--- src/rtl/padfcs_pkg.sv ---
package padfcs_pkg;

    typedef enum logic [1:0] {
        ST_DATA,
        ST_PAD,
        ST_FCS
    } pf_state_t;

    localparam logic [31:0] CRC_POLY_REFL = 32'hEDB8_8320;

    // One byte through the reflected CRC-32 register, low bit first.
    function automatic logic [31:0] crc32_byte(input logic [31:0] c, input logic [7:0] d);
        logic [31:0] r;
        r = c ^ {24'h0, d};
        for (int b = 0; b < 8; b++) begin
            r = r[0] ? ((r >> 1) ^ CRC_POLY_REFL) : (r >> 1);
        end
        return r;
    endfunction

endpackage

--- src/rtl/padfcs_crc.sv ---
module padfcs_crc
    import padfcs_pkg::*;
(
    input  logic        clk,
    input  logic        rst_n,
    input  logic        clr,
    input  logic        upd,
    input  logic        shift,
    input  logic [7:0]  din,
    output logic [31:0] crc_q
);
    always_ff @(posedge clk) begin
        if (!rst_n || clr) begin
            crc_q <= '1;
        end else if (upd) begin
            crc_q <= crc32_byte(crc_q, din);
        end else if (shift) begin
            crc_q <= {8'hFF, crc_q[31:8]};
        end
    end
endmodule

--- src/rtl/padfcs_len.sv ---
module padfcs_len #(
    parameter int LIMIT = 60
) (
    input  logic clk,
    input  logic rst_n,
    input  logic clr,
    input  logic inc,
    output logic full_after
);
    localparam int W = $clog2(LIMIT + 1);

    logic [W-1:0] cnt_q;

    always_ff @(posedge clk) begin
        if (!rst_n || clr) begin
            cnt_q <= '0;
        end else if (inc && (cnt_q != W'(LIMIT))) begin
            cnt_q <= cnt_q + 1'b1;
        end
    end

    // True when the byte now being counted brings the frame to the limit.
    assign full_after = (cnt_q >= W'(LIMIT - 1));
endmodule

--- src/rtl/padfcs_tx.sv ---
module padfcs_tx
    import padfcs_pkg::*;
#(
    parameter int MIN_FRAME = 64
) (
    input  logic       clk,
    input  logic       rst_n,
    input  logic       pad_en,
    input  logic       fcs_dis,
    input  logic [7:0] s_data,
    input  logic       s_valid,
    input  logic       s_last,
    output logic       s_ready,
    output logic [7:0] m_data,
    output logic       m_valid,
    output logic       m_last,
    input  logic       m_ready
);
    localparam int FCS_BYTES = 4;
    localparam int PAD_TO    = MIN_FRAME - FCS_BYTES;
    localparam int IDX_W     = $clog2(FCS_BYTES);

    pf_state_t        state, state_nx;
    logic [IDX_W-1:0] idx_q;
    logic [31:0]      crc_q;
    logic             full_after;
    logic             gen_fcs;
    logic             out_hs;
    logic             crc_upd, crc_shift, frame_end;
    logic             idx_last;

    assign gen_fcs   = pad_en || !fcs_dis;
    assign out_hs    = m_valid && m_ready;
    assign idx_last  = (idx_q == IDX_W'(FCS_BYTES - 1));
    assign crc_upd   = out_hs && (state != ST_FCS);
    assign crc_shift = out_hs && (state == ST_FCS);
    assign frame_end = out_hs && m_last;

    padfcs_crc u_crc (
        .clk   (clk),
        .rst_n (rst_n),
        .clr   (frame_end),
        .upd   (crc_upd),
        .shift (crc_shift),
        .din   (m_data),
        .crc_q (crc_q)
    );

    padfcs_len #(.LIMIT(PAD_TO)) u_len (
        .clk        (clk),
        .rst_n      (rst_n),
        .clr        (frame_end),
        .inc        (crc_upd),
        .full_after (full_after)
    );

    always_comb begin
        state_nx = state;
        unique case (state)
            ST_DATA: begin
                if (out_hs && s_last && gen_fcs) begin
                    state_nx = (pad_en && !full_after) ? ST_PAD : ST_FCS;
                end
            end
            ST_PAD: begin
                if (out_hs && full_after) state_nx = ST_FCS;
            end
            ST_FCS: begin
                if (out_hs && idx_last) state_nx = ST_DATA;
            end
            default: state_nx = ST_DATA;
        endcase
    end

    always_ff @(posedge clk) begin
        if (!rst_n) begin
            state <= ST_DATA;
            idx_q <= '0;
        end else begin
            state <= state_nx;
            if (crc_shift) begin
                idx_q <= idx_last ? '0 : idx_q + 1'b1;
            end
        end
    end

    always_comb begin
        s_ready = 1'b0;
        m_valid = 1'b1;
        m_data  = 8'h00;
        m_last  = 1'b0;
        unique case (state)
            ST_DATA: begin
                s_ready = m_ready;
                m_valid = s_valid;
                m_data  = s_data;
                m_last  = s_last && !gen_fcs;
            end
            ST_PAD: begin
                m_data = 8'h00;
            end
            ST_FCS: begin
                m_data = ~crc_q[7:0];
                m_last = idx_last;
            end
            default: begin
                m_valid = 1'b0;
            end
        endcase
    end
endmodule

--- config.mk ---
export PLATFORM = sky130hd
export DESIGN_NAME = padfcs_tx
export DESIGN_NICKNAME = d
export VERILOG_FILES = /design/src/rtl/padfcs_pkg.sv /design/src/rtl/padfcs_crc.sv /design/src/rtl/padfcs_len.sv /design/src/rtl/padfcs_tx.sv
export SDC_FILE = /design/constraint.sdc
export NUM_CORES = 1
export LEC_CHECK = 0
export BUFFER_PORTS_ARGS = -buffer_cell sky130_fd_sc_hd__buf_2
export CAP_MARGIN = 40
export CORE_ASPECT_RATIO = 0.7
export CORE_MARGIN = 2
export CORE_UTILIZATION = 25
export DETAILED_ROUTE_END_ITERATION = 8
export GPL_ROUTABILITY_DRIVEN = 0
export PLACE_DENSITY = 0.43
export SLEW_MARGIN = 20
export SYNTH_ARGS = -nofsm -noshare
export SYNTH_HDL_FRONTEND = slang
export SYNTH_SLANG_ARGS = --single-unit
--- constraint.sdc ---
create_clock -name clk -period 4.58 [get_ports clk]
set_input_delay 0.458 -clock clk [delete_from_list [all_inputs] [get_ports clk]]
set_output_delay 0.458 -clock clk [all_outputs]
set_load 0.05 [all_outputs]
==> summary.md <==
| Metric | Value |
|---|---|
| CP Cell Sequence | inv_1 -> ha_2 -> buf_4 -> nor2_1 -> mux2_2 -> a311oi_2 -> xnor2_1 -> xnor2_2 -> xnor2_1 -> a21o_1 |
| Detail Route Antenna Nets | 0 |
| TNS Setup | 0 ps |
| CTS tree | done |
| R2r startpoint | state[0] |
| Die area | ~0.015 sq mm |
| FF-to-FF End | u_crc.crc_q[23] |
| XOR/XNOR Fraction of Synth Area | 18.2% |
| Detailed-route via count | 2950 |
| Root Driver | clkbuf_16 |
| Critical path arrival | 3330 ps |
| Worst Setup Path Type | reg -> reg |
| I/O pins | 26 |
| Slowest stage delay, CP | between 500 and 600 ps |
| Yosys top cell area share | 24.5% |
| Setup crit start | state[0] |
| Crit-path most repeated cell | xnor2_1 |
| Critical path peak fanout | 28 |
| Synthesis-stage register bit count | 42 |
| Largest net degree at the start of global routing | 34 |
| # diodes | 0 |
| First-pass GRT wire length | 15700 um |
| Worst R2R Setup Slack | approximately 1400 ps |
| Setup crit end kind | flop |
| Post-synthesis cell type count | 61 |
| Nets | 454 |
| # clock sinks | 42 |
| Post-layout util | 29.0% |
| Initial Util | 25.9% |
| Die span in x | roughly 140 um |
| Top post-synthesis cells by area | dfxtp_1 (24%), xnor2_1 (11%), xor2_1 (4.8%), nor2_1 (4.8%), nand2_1 (4.3%) |
| # resized after CTS | 0 |
| CP Depth | 10 |
| Worst EP required | roughly 4800 ps |
| Max Freq | 0.318 GHz |
| CTS Buffer Depth | 2 |
| Synth Area per Inst | 7.99 sq um |
| CTS clk-pin slew, worst paths | 60 ps |
| Total core area | 0.0133 sq mm |
| Port Buffers | 25 |
| R2r worst-path depth | 10 |
| Hold/Removal Path Class | in -> reg |
| Mapped Cells | 430 |
| DRT iter0 DRCs | 241 |
| EDFF count, synth | 0 |
| Status | complete, no violations |
| Final Hold Viols | 0 |
| Layout cell share with drive strength beyond 1 | 13.4% |
| Setup crit end | u_crc.crc_q[23] |
| Asr flop ratio synth | 0% |
| Yosys warns | 0 |
| Yosys top cell by area | dfxtp_1 |
| Top_reg_cell synth | dfxtp_1 |
| Filler Cells Inserted | around 1.4k |
| Post-Synth Adder-Cell Area | 2.55% |
| Crit start category | flop |
| Setup Viol. Count Final | 0 |
| Gr usage total | 13.8% |
| CP bufs+invs | 2 |
| RSZ-0062 raised after global routing | false |
| Area delta synth->final | 12.0% |
| Initial antenna violation count | 0 |
| Post-CTS Setup Bufs | 0 |
| Row cnt | 35 |
| Final clock skew | 6.43 ps |
| Fin. max-slew vios | 0 |
| Skew-Pair Late Insertion Delay | between 200 and 300 ps |
| DRC | 0 |
| Post-Route WL | 9650 um |
| Fin crit share | 68.7% |
| Register area share after synthesis | 24.5% |
| Delay-heaviest family, CP | compound AO/OA/AOI/OAI gates |
| CTS Hold Bufs | 0 |
| Vias in the first global route | 2943 |
| Post-synthesis cell area | ~0.0034 sq mm |
| Vias/cell | 4.77 |
| Worst-margin pin slew | 784 ps |
| Syn_nets | 452 |
| Gr ovfl total | 0 |
| Slew headroom | 46.2% |
| Post-synthesis mux area share | 3.17% |
| Largest family of logic cells by synthesized area | simple AND/OR/NAND/NOR gates |
| Slowest cell on crit path | ha_2 |
| Total CTS buffers | 5 |
| Max-cap viol count | 0 |
| Compound-gate portion of the synthesized area | between 20% and 30% |
| Vert. Die Dim | 102 um |
| CTS H-Tree Depth | 2 |
| DRT Pass-1 Iters | 4 |
| Hpwl dp | 7180 um |
| DR WL/cell | around 16 um |
| WHS | 478 ps |
| Final min period | 3150 ps |
| Simple-gate area share of the yosys netlist | 24.0% |
-- cell usage after synthesis, drive strengths merged (10+ instances only) --
library cell  number
a211oi            10
nor2              45
xnor2             47
nor3              22
a21oi             15
and3b             10
and2              12
nand2             39
buf               24
o211ai            12
clkbuf            11
o21ai             24
xor2              21
dfxtp             42
-- through the flow --
| stage | instance area (sq um) | setup WS, ps | cells |
|---|---|---|---|
| floorplan | 3430 | 1920 | 430 |
| global placement | 3650 | 1550 | 610 |
| detailed placement | 3650 | 1470 | 610 |
| CTS | 3850 | 1450 | 618 |
| global route | 3850 | 1220 | 618 |
| finish | 3850 | 1430 | 618 |
-- cell families after synthesis --
group / Yosys count
multiplexers: 9
XOR/XNOR: 68
adder cells (fa/ha/maj): 7
flip-flops: 42
AND/OR/NAND/NOR: 160
buffers and inverters: 44
AO/OA/AOI/OAI: 100
-- flip-flops by register name (all words and copies together), names as in the netlist --
signal / flops
u_crc.crc_q: 32
u_len.cnt_q: 6
idx_q: 2
state: 2
-- cells in the final DEF (no fill, tap or decap), drive strengths merged, types with 3 or more instances in the layout --
| cell type | count |
|---|---|
| and3b | 10 |
| nand3b | 8 |
| a21oi | 15 |
| nand4 | 3 |
| xnor2 | 47 |
| a21boi | 3 |
| dfxtp | 42 |
| ha | 7 |
| mux2i | 7 |
| nand2 | 39 |
| o221ai | 3 |
| and2 | 12 |
| a21o | 4 |
| o21a | 4 |
| buf | 30 |
| inv | 9 |
| a211oi | 10 |
| nor2b | 4 |
| xor2 | 21 |
| a2111oi | 7 |
| o32a | 3 |
| nor2 | 45 |
| o211ai | 12 |
| nand3 | 6 |
| a22oi | 3 |
| clkbuf | 6 |
| o21ai | 24 |
| nor3 | 22 |
-- metal layers --
metal  GRT usage, %  vias to the layer above  routed length (um)
met2           20.6                       62                3980
met4           3.02                        0                  68
li1               -                     1502                   -
met1           20.3                     1379                5070
met5              0                        -                   0
met3           3.28                        7                 531
-- worst min path at each step --
stage / slack, ps / start / end / depth (start not counted)
final: 480 / rst_n / u_crc.crc_q[17] / 2
after floorplan: 450 / idx_q[1] / idx_q[1] / 2
after global placement: 460 / idx_q[1] / idx_q[1] / 2
after global routing: 480 / rst_n / u_crc.crc_q[17] / 2
after detailed placement: 470 / idx_q[1] / idx_q[1] / 2
after CTS: 470 / pad_en / state[0] / 3
-- layout make-up --
cell class | instances | area (sq um) | area share (%)
sequential | 42 | 841 | 21.9
tap | 185 | 231 | 6.02
clock inverter | 2 | 60.1 | 1.56
inverter | 9 | 33.8 | 0.878
multi-input combinational | 344 | 2380 | 61.9
clock buffer | 6 | 139 | 3.61
timing repair buffer | 30 | 163 | 4.23
Power is not shown: default switching activity piles up to over one toggle a cycle in this logic, so the estimate is an artifact.
